**src/rtl/frm_pkg.sv**
```systemverilog
package frm_pkg;
  localparam int NFRM = 4;
  typedef logic [1:0] frm_t;
  typedef struct packed {
    logic found;
    frm_t idx;
  } pick_t;

  function automatic frm_t frm_next(frm_t f);
    return f + 2'd1;
  endfunction

  // oldest set bit walking forward from the frame after the open one
  function automatic pick_t frm_oldest(logic [NFRM-1:0] m, frm_t wf);
    pick_t r;
    r = '0;
    for (int k = NFRM - 1; k >= 1; k--) begin
      frm_t i;
      i = wf + frm_t'(k);
      if (m[i]) begin
        r.found = 1'b1;
        r.idx   = i;
      end
    end
    return r;
  endfunction
endpackage

```
**src/rtl/frm_wr.sv**
```systemverilog
module frm_wr import frm_pkg::*; #(
  parameter int SW    = 16,
  parameter int OFS_W = 10,
  localparam int CW   = OFS_W + 1,
  localparam int DW   = 2 * SW
) (
  input  logic              clk,
  input  logic              rst_n,
  input  logic [CW-1:0]     frame_len,
  input  logic              s_valid,
  input  logic [SW-1:0]     samp_a,
  input  logic [SW-1:0]     samp_b,
  input  logic              fsync,
  input  logic              trig,
  output logic              wr_slot,
  output logic              wr_fire,
  output logic [OFS_W+1:0]  wr_addr,
  output logic [DW-1:0]     wr_data,
  output frm_t              cur_frame,
  output logic [CW-1:0]     close_cnt,
  output logic              close_mark
);
  logic          slot_q, pend_v, cur_mark, carry;
  logic [DW-1:0] pend_d;
  logic [CW-1:0] wr_ofs;

  assign wr_slot    = ~slot_q;
  assign wr_fire    = wr_slot & pend_v & (wr_ofs < frame_len);
  assign wr_addr    = {cur_frame, wr_ofs[OFS_W-1:0]};
  assign wr_data    = pend_d;
  assign close_cnt  = wr_ofs + CW'(wr_fire);
  assign close_mark = cur_mark | trig;

  always_ff @(posedge clk or negedge rst_n) begin
    if (!rst_n) begin
      slot_q    <= 1'b0;
      pend_v    <= 1'b0;
      pend_d    <= '0;
      wr_ofs    <= '0;
      cur_frame <= '0;
      cur_mark  <= 1'b0;
      carry     <= 1'b0;
    end else begin
      slot_q <= ~slot_q;
      if (s_valid) begin
        pend_v <= 1'b1;
        pend_d <= {samp_b, samp_a};
      end else if (wr_slot) begin
        pend_v <= 1'b0;
      end
      if (fsync) begin
        cur_frame <= frm_next(cur_frame);
        wr_ofs    <= '0;
        cur_mark  <= carry | trig;
        carry     <= 1'b0;
      end else begin
        wr_ofs <= wr_ofs + CW'(wr_fire);
        if (trig) begin
          cur_mark <= 1'b1;
          carry    <= 1'b1;
        end
      end
    end
  end
endmodule

```
**src/rtl/frm_rd.sv**
```systemverilog
module frm_rd import frm_pkg::*; #(
  parameter int OFS_W = 10,
  parameter int DW    = 32,
  localparam int CW   = OFS_W + 1
) (
  input  logic              clk,
  input  logic              rst_n,
  input  logic              rd_slot,
  input  logic              close,
  input  frm_t              cur_frame,
  input  logic [CW-1:0]     close_cnt,
  input  logic              close_mark,
  output logic [OFS_W+1:0]  rd_addr,
  output logic              out_v,
  output logic              out_nu,
  output logic              out_hdr,
  output logic [DW-1:0]     hdr_q,
  output logic              overrun
);
  logic [CW-1:0]   cnt_q [NFRM];
  logic [NFRM-1:0] nu_p, sn_p;
  logic            busy, path;
  frm_t            rfrm, nf;
  logic [CW-1:0]   ridx;
  pick_t           pn, ps, sel;
  logic            sel_nu, start, issue, nf_busy, in_use, abort_rd;

  function automatic logic [DW-1:0] mk_hdr(frm_t f, logic [CW-1:0] c);
    return {f, (DW-2)'(c)};
  endfunction

  assign nf       = frm_next(cur_frame);
  assign pn       = frm_oldest(nu_p, cur_frame);
  assign ps       = frm_oldest(sn_p, cur_frame);
  assign sel_nu   = pn.found;
  assign sel      = sel_nu ? pn : ps;
  assign start    = rd_slot & ~busy & sel.found;
  assign issue    = rd_slot & busy;
  assign nf_busy  = busy && (rfrm == nf);
  assign in_use   = sn_p[nf] | nu_p[nf] | nf_busy;
  assign abort_rd = close & (nf_busy | (start & (sel.idx == nf)));
  assign rd_addr  = {rfrm, ridx[OFS_W-1:0]};

  always_ff @(posedge clk or negedge rst_n) begin
    if (!rst_n) begin
      for (int i = 0; i < NFRM; i++) cnt_q[i] <= '0;
      nu_p    <= '0;
      sn_p    <= '0;
      busy    <= 1'b0;
      path    <= 1'b0;
      rfrm    <= '0;
      ridx    <= '0;
      out_v   <= 1'b0;
      out_nu  <= 1'b0;
      out_hdr <= 1'b0;
      hdr_q   <= '0;
      overrun <= 1'b0;
    end else begin
      out_v   <= issue | start;
      out_hdr <= start;
      if (start) begin
        out_nu <= sel_nu;
        path   <= sel_nu;
        hdr_q  <= mk_hdr(sel.idx, cnt_q[sel.idx]);
        rfrm   <= sel.idx;
        ridx   <= '0;
        busy   <= (cnt_q[sel.idx] != '0);
        if (sel_nu) nu_p[sel.idx] <= 1'b0;
        else        sn_p[sel.idx] <= 1'b0;
      end
      if (issue) begin
        out_nu <= path;
        ridx   <= ridx + CW'(1);
        if (ridx + CW'(1) == cnt_q[rfrm]) busy <= 1'b0;
      end
      if (close) begin
        cnt_q[cur_frame] <= close_cnt;
        sn_p[cur_frame]  <= 1'b1;
        nu_p[cur_frame]  <= close_mark;
        if (in_use) begin
          overrun  <= 1'b1;
          sn_p[nf] <= 1'b0;
          nu_p[nf] <= 1'b0;
        end
        if (abort_rd) busy <= 1'b0;
      end
    end
  end
endmodule

```
**src/rtl/frame_ring_ctrl.sv**
```systemverilog
module frame_ring_ctrl import frm_pkg::*; #(
  parameter int SW    = 16,
  parameter int OFS_W = 10,
  localparam int CW   = OFS_W + 1,
  localparam int DW   = 2 * SW,
  localparam int AW   = OFS_W + 2
) (
  input  logic           clk,
  input  logic           rst_n,
  input  logic [CW-1:0]  frame_len,
  input  logic           s_valid,
  input  logic [SW-1:0]  samp_a,
  input  logic [SW-1:0]  samp_b,
  input  logic           fsync,
  input  logic           trig,
  output logic [AW-1:0]  mem_addr,
  output logic           mem_we,
  output logic [DW-1:0]  mem_wdata,
  input  logic [DW-1:0]  mem_rdata,
  output logic           nu_valid,
  output logic           nu_hdr,
  output logic [DW-1:0]  nu_data,
  output logic           sn_valid,
  output logic           sn_hdr,
  output logic [DW-1:0]  sn_data,
  output logic           overrun
);
  logic          wr_slot, wr_fire, close_mark, out_v, out_nu, out_hdr;
  logic [AW-1:0] wr_addr, rd_addr;
  logic [CW-1:0] close_cnt;
  logic [DW-1:0] hdr_q, beat;
  frm_t          cur_frame;

  frm_wr #(.SW(SW), .OFS_W(OFS_W)) u_wr (
    .clk(clk), .rst_n(rst_n), .frame_len(frame_len), .s_valid(s_valid),
    .samp_a(samp_a), .samp_b(samp_b), .fsync(fsync), .trig(trig),
    .wr_slot(wr_slot), .wr_fire(wr_fire), .wr_addr(wr_addr), .wr_data(mem_wdata),
    .cur_frame(cur_frame), .close_cnt(close_cnt), .close_mark(close_mark)
  );

  frm_rd #(.OFS_W(OFS_W), .DW(DW)) u_rd (
    .clk(clk), .rst_n(rst_n), .rd_slot(~wr_slot), .close(fsync),
    .cur_frame(cur_frame), .close_cnt(close_cnt), .close_mark(close_mark),
    .rd_addr(rd_addr), .out_v(out_v), .out_nu(out_nu), .out_hdr(out_hdr),
    .hdr_q(hdr_q), .overrun(overrun)
  );

  assign mem_addr = wr_slot ? wr_addr : rd_addr;
  assign mem_we   = wr_fire;
  assign beat     = out_hdr ? hdr_q : mem_rdata;
  assign nu_valid = out_v & out_nu;
  assign sn_valid = out_v & ~out_nu;
  assign nu_hdr   = out_hdr;
  assign sn_hdr   = out_hdr;
  assign nu_data  = beat;
  assign sn_data  = beat;
endmodule

```
**config.mk**
```make
export PLATFORM = sky130hd
export DESIGN_NAME = frame_ring_ctrl
export DESIGN_NICKNAME = d
export VERILOG_FILES = /design/src/rtl/frm_pkg.sv /design/src/rtl/frm_wr.sv /design/src/rtl/frm_rd.sv /design/src/rtl/frame_ring_ctrl.sv
export SDC_FILE = /design/constraint.sdc
export NUM_CORES = 1
export LEC_CHECK = 0
export BUFFER_PORTS_ARGS = -buffer_cell sky130_fd_sc_hd__buf_4
export CORE_ASPECT_RATIO = 0.75
export CORE_MARGIN = 2
export CORE_UTILIZATION = 54
export CTS_BUF_LIST = sky130_fd_sc_hd__clkbuf_2
export DETAILED_ROUTE_END_ITERATION = 12
export GPL_TIMING_DRIVEN = 0
export HOLD_SLACK_MARGIN = 0.02
export PLACE_DENSITY = 0.81
export SYNTH_ARGS = -nofsm -noshare
export SYNTH_HDL_FRONTEND = slang
export SYNTH_SLANG_ARGS = --single-unit
```
**constraint.sdc**
```tcl
create_clock -name clk -period 6.2 [get_ports clk]
set_input_delay 0.31 -clock clk [delete_from_list [all_inputs] [get_ports clk]]
set_output_delay 0.31 -clock clk [all_outputs]
set_load 0.05 [all_outputs]
```
After elaboration in Yosys (flattened, before gate mapping)
Index checks and enable logic that the tools add are counted.
- $add $sub $neg: 5
- $lt $le $gt $ge: 13
- equal/unequal tests: 4
- multiplexer cells: 60
- bitwise gates (word level): 28
- reduce and logical (&&, ||, !) cells: 9
- operators by type and width (cell ; count):
    $mux 11 ; 8
    $bmux 11 s2 ; 2
    $bwmux 44 ; 1
    $mux 32 ; 1
    $mux 4 ; 8
    $demux 11 s2 ; 1
    $mux 1 ; 21
    $mux 3 ; 7
    $and 4x4->4 ; 4
    $lt 2x3->1 const B ; 5
    $bmux 1 s2 ; 6
    $mux 12 ; 1
    $add 11x1->11 ; 1
    $add 11x1->11 const B ; 1
    $eq 11x11->1 ; 1
    $lt 11x11->1 ; 1
    $reduce_bool 11->1 ; 1
    $and 1x1->1 ; 9
    $ge 3x3->1 const B ; 3
    $not 2->3 ; 3
    $not 4->4 ; 2
    $demux 1 s2 ; 3
    $ge 2x1->1 const B ; 3
    $or 1x1->1 ; 6
    other kinds (11) ; 20
- register bits: 133
- input bits: 80
- output and inout bits: 114
- logic and storage cells: 141

Longest topological paths before layout
- word-level depth: 19
- gate-level depth with buffers: 15
- gate-level depth less buffers: 15

Modules after synthesis
Synthesis repeated with hierarchy kept, for this count alone.
- cells, all modules: 772
- area, all modules: 8396.8 um^2
- by module, submodules not included (module ; times used ; cells an instance ; area an instance (um^2)):
    frm_rd ; 1 ; 496 ; 5104.9
    frm_wr ; 1 ; 191 ; 2341.0
    frame_ring_ctrl ; 1 ; 85 ; 950.9

Least setup slack after synthesis
Ideal clock, no wire load.
- path kind: register to register
- start: register u_wr.wr_ofs[1]
- end: register u_rd.cnt_q[32] (netlist name)
- arrival: 3.612 ns
- data required time: 6.064 ns
- slack: 2.452 ns
- cell stages (with the launch flop): 15
- period minus slack after synthesis: 3.748 ns
- cell sequence: dfrtp_1 -> ha_1 -> a21o_1 -> a21o_1 -> a21o_1 -> a21o_1 -> a21o_1 -> a21o_1 -> a31oi_1 -> ha_1 -> ha_1 -> nand3_1 -> nor2_1 -> xnor2_1 -> o21ai_0
- longest elaborated chain between the ends: 4
- ends and longest elaborated chain (element ; RTL line ; source):
    start, declared ; frm_wr.sv:25 ; logic [CW-1:0] wr_ofs;
    start signal, assigned ; frm_wr.sv:57 ; wr_ofs <= wr_ofs + CW'(wr_fire);
    $lt 11x11->1 ; frm_wr.sv:28 ; assign wr_fire = wr_slot & pend_v & (wr_ofs < frame_len);
    $and 1x1->1 ; frm_wr.sv:28 ;
    via mem_we ; frame_ring_ctrl.sv:17 ; output logic mem_we,
    $add 11x1->11 ; frm_wr.sv:31 ; assign close_cnt = wr_ofs + CW'(wr_fire);
    $bwmux 44 ; frm_rd.sv:77 ; cnt_q[cur_frame] <= close_cnt;
    end signal, assigned by index ; frm_rd.sv:77 ;
    end, declared ; frm_rd.sv:20 ; logic [CW-1:0] cnt_q [NFRM];
The timed path passes the listed nets, and every way through them passes these cells.
A chain may end at the register's enable or synchronous reset.

Worst setup path in the final report
- start: register u_wr.cur_frame[1]
- end: register u_rd.busy
- RTL lines (element ; RTL line ; source):
    start, declared ; frm_wr.sv:19 ; output frm_t cur_frame,
    start signal, assigned ; frm_wr.sv:52 ; cur_frame <= frm_next(cur_frame);
    $add 2x1->2 * ; frm_pkg.sv:10 ; return f + 2'd1;
    via u_rd.nf[1] ; frm_rd.sv:23 ; frm_t rfrm, nf;
    $bmux 1 s2 ; frm_pkg.sv:20 ; if (m[i]) begin
    $mux 1 (implied by the code) ; frm_pkg.sv:20 ;
    $mux 3 ; frm_pkg.sv:20 ;
    $mux 3 ; frm_rd.sv:36 ; assign sel = sel_nu ? pn : ps;
    $not 2->3 (implied by the code) ; frm_rd.sv:67 ; busy <= (cnt_q[sel.idx] != '0);
    $bmux 11 s2 ; frm_rd.sv:67 ;
    $mux 11 (implied by the code) (2 in series) ; frm_rd.sv:67 ;
    $reduce_bool 11->1 ; frm_rd.sv:67 ;
    $mux 1 ; frm_rd.sv:61 ; if (start) begin
    $mux 1 ; frm_rd.sv:74 ; if (ridx + CW'(1) == cnt_q[rfrm]) busy <= 1'b0;
    $mux 1 ; frm_rd.sv:71 ; if (issue) begin
    $mux 1 ; frm_rd.sv:85 ; if (abort_rd) busy <= 1'b0;
    $mux 1 * ; frm_rd.sv:76 ; if (close) begin
    end signal, assigned ; frm_rd.sv:67 ;
    end, declared ; frm_rd.sv:22 ; logic busy, path;
Mark *: on every way through the listed nets, which the timed path passes. The rest lies on a longest branch. The select of a mux whose other input is x is not followed.

==> results.json <==
{
  "synthFlopType": "dfrtp_1",
  "grt_use_met3_pct": 7.10,
  "synth.area.top_cells": "dfrtp_1 (44%), mux2_2 (11%), mux4_2 (5.5%)",
  "clock_path_buffers": 2,
  "synth_top_area_cell": "dfrtp_1",
  "synth_edf_count": 0,
  "hold_path.class": "input port to asynchronous set/reset pin",
  "gr-usage-met1_pct": 42.1,
  "power_w": 0.00405,
  "hold_violations": 0,
  "crit_buf_inv": 5,
  "syn_to_final_growth_pct": 31.0,
  "io_pins": 194,
  "ant_nets": 0,
  "die_width_um": 139,
  "grt_max_degree": 73,
  "postSynth.asyncResetShare_pct": 100,
  "combPwrFrac_pct": 56.6,
  "grt_setup_unrepaired": "no",
  "worstPathMaxFanout": 10,
  "power.leakage_nw": 4.61,
  "vias_per_cell": 5.79,
  "core_area_um2": 13200,
  "pwr-share-seq_pct": 28.9,
  "h-tree-depth": 4,
  "grt-ovfl-total": 0,
  "drtIter0Drc": 717,
  "switching_share_pct": 45.9,
  "critPathSlowestCell": "mux4_2",
  "crit_path_cell_trace": "buf_4 -> clkbuf_1 -> inv_1 -> ha_1 -> buf_2 -> nor2b_1 -> a211oi_1 -> o31ai_1 -> o211a_4 -> buf_6 -> mux4_2 -> nor4_1 -> a31oi_1",
  "p_per_area_nw_per_um2": 419,
  "max_stage_delay_ns": 0.55,
  "cts.sinks": 131,
  "numCtsBuffers": 17,
  "placed_area_um2": 9050,
  "tns_ns": 0,
  "grt_pass1_wl_mm": 35.0,
  "power.switching_w": 0.00186,
  "cts_resized": 0,
  "yosysWarnings": 0,
  "final.period_utilization_pct": 67.5,
  "netlist_area_um2": 7370,
  "syn_inst": 692,
  "clock_latency_ns": 0.71,
  "via_count": 6495,
  "end_kind": "flip-flop",
  "status": "completed",
  "grt_util_met2_pct": 46.9,
  "clkSlewWorstSetupHoldPaths_ns": 0.25,
  "slew_headroom_pct": 49.4,
  "r2r_slack_ns": 2.01,
  "postRouteWirelength_mm": 22.0,
  "synth_top_area_share_pct": 44.5,
  "regArea_um2": 3280,
  "p_int_w": 0.00219,
  "drc": 0,
  "final.min_clock_period_ns": 4.19,
  "worst_pin_slew_ns": 0.758,
  "pwr-share-clk_pct": 14.5,
  "syn_nets": 790,
  "gp_congestion": 0.903,
  "ys_seq_elements": 131,
  "drive_gt1_share_pct": 38.8,
  "grt-busiest-layer": "met2",
  "initial_utilization_pct": 56.1,
  "slew_viol_final": 0,
  "nFillCells": 912,
  "die_h_um": 105,
  "cp.arrival_ns": 4.81,
  "setup_viol": 0,
  "numPortBuffers": 191,
  "cts_tree": "built",
  "syn_avg_cell_area_um2": 10.7,
  "ys_top_cells_by_count": "dfrtp_1 (131), mux2_2 (75), nand2_1 (65)",
  "die_area_um2": 14600,
  "ys_types": 58,
  "dr.pass1.iters": 5,
  "rows": 36,
  "grt_pass1_vias": 6529,
  "antenna_found_initial": 0,
  "dp_hpwl_mm": 15.7,
  "wl_per_cell_um": 19.6,
  "peakVddDrop_uv": 324,
  "fmaxAchievable_ghz": 0.239,
  "stdcell_area_um2": 9660,
  "grt_use_total_pct": 30.3,
  "path_delay_family": "buffers and inverters",
  "startpoint_type": "flip-flop",
  "yosysSeqAreaShare_pct": 44.5,
  "critical_path_class": "flip-flop to flip-flop",
  "reg2regPathDepth": 13,
  "worst_clock_skew_ns": 0.0470,
  "setup_ws_ns": 2.01,
  "cp.required_ns": 6.82,
  "cap_violations": 0,
  "nNetsFinal": 1035,
  "cts_root_buffer": "clkbuf_2",
  "final_util_pct": 73.4,
  "reg2reg_to": "u_rd.busy",
  "pre_cts_slack_ns": 2.07,
  "multi_input_area_um2": 3570,
  "r2r_start": "u_wr.cur_frame[1]",
  "yosysMostFrequentCell": "dfrtp_1"
}
[logic make-up (layout without fill, tap and decap cells)]
family	Yosys count	in the layout	synth area share, %
adder cells (fa/ha/maj)	18	18	3.06
AND/OR/NAND/NOR	188	188	12.5
multiplexers	107	107	18.9
buffers and inverters	96	354	7.08
other	0	1	0
flip-flops	131	131	44.5
XOR/XNOR	32	32	3.80
AO/OA/AOI/OAI	120	120	10.1
[per-stage QoR]
stage	std cells	hold slack, ns
2_1_floorplan	692	0.0144
3_3_place_gp	1054	0.455
3_5_place_dp	1055	0.320
4_1_cts	1121	0.0547
5_1_grt	1121	0.0621
6_report	1122	0.0877
[sequential cells by signal, indices dropped and copies added, names as in the netlist, 2 cells and up]
signal,cells
u_rd.cnt_q,44
u_rd.hdr_q,11
u_rd.nu_p,4
u_rd.rfrm,2
u_rd.ridx,11
u_rd.sn_p,4
u_wr.cur_frame,2
u_wr.wr_data,32
u_wr.wr_ofs,11
[power by group through the flow]
stage / Sequential, W / Combinational, W / Clock (W)
floorplan: 0.00120 / 0.00157 / 0
global placement: 0.00116 / 0.00217 / 0
detailed placement: 0.00117 / 0.00222 / 0
CTS: 0.00116 / 0.00225 / 0.000591
global route: 0.00119 / 0.00243 / 0.000626
finish: 0.00117 / 0.00229 / 0.000588
[placed cells by master, fill, tap and decap left out, types with 3 or more instances in the layout]
cell and n:
a31oi_1 7, xor2_1 10, bufinv_16 3, nand4_1 6, o31ai_1 4, and2_1 6, buf_1 3, nand2_1 65
a21o_1 9, mux4_2 18, a22o_1 3, nor2b_1 25, buf_2 5, nand3_1 11, and3_1 6, o21ai_0 47
dfrtp_1 131, nor4_1 5, clkbuf_2 20, a21oi_1 25, nor2_1 45, o22ai_1 5, buf_4 225, xnor2_1 22
mux2i_1 13, ha_1 18, inv_6 4, inv_1 19, dlygate4sd3_1 34, nand2b_1 5, clkbuf_1 29, mux2_2 75
a32oi_1 3, buf_6 4
[routing by layer]
metal / up-vias / wire [µm]
met2: 352 / 10700
met1: 3177 / 8750
met3: 51 / 2020
met4: 0 / 502
met5: - / 0
li1: 2915 / -
[worst reg2reg max path: cells and delay by family (launching register included)]
kind	cells	cell delay, ns
multiplexers	1	0.55
buffers and inverters	5	1.27
adder cells (fa/ha/maj)	1	0.39
AO/OA/AOI/OAI	4	1.00
AND/OR/NAND/NOR	2	0.48
flip-flops	1	0.46
[cell type report]
cell class / count / share of cell area, %
Clock buffer: 19 / 0.984
Inverter: 20 / 0.777
Buffer: 76 / 4.62
Clock inverter: 13 / 1.77
Antenna cell: 1 / 0.0259
Sequential cell: 131 / 33.9
Timing Repair Buffer: 226 / 18.7
Multi-Input combinational cell: 465 / 37.0
Tap cell: 171 / 2.21
[worst max path at each step]
| stage | slack [ns] | cells past startpoint | from | to |
|---|---|---|---|---|
| floorplan | 2.45 | 14 | u_wr.wr_ofs[1] | u_rd.cnt_q[32] |
| global placement | 2.20 | 13 | u_wr.cur_frame[1] | u_rd.busy |
| detailed placement | 2.07 | 13 | u_wr.cur_frame[1] | u_rd.busy |
| CTS | 2.08 | 13 | u_wr.cur_frame[1] | u_rd.busy |
| global route | 1.78 | 13 | u_wr.cur_frame[1] | u_rd.busy |
| finish | 2.01 | 13 | u_wr.cur_frame[1] | u_rd.busy |
[timing repair]
| item | 4_1_cts | 5_1_grt |
|---|---|---|
| hold endpoints to repair | 98 | 0 |
| hold buffers | 34 | 0 |
| setup buffers | 0 | 0 |
No activity file was read; power rests on OpenSTA's default activity.
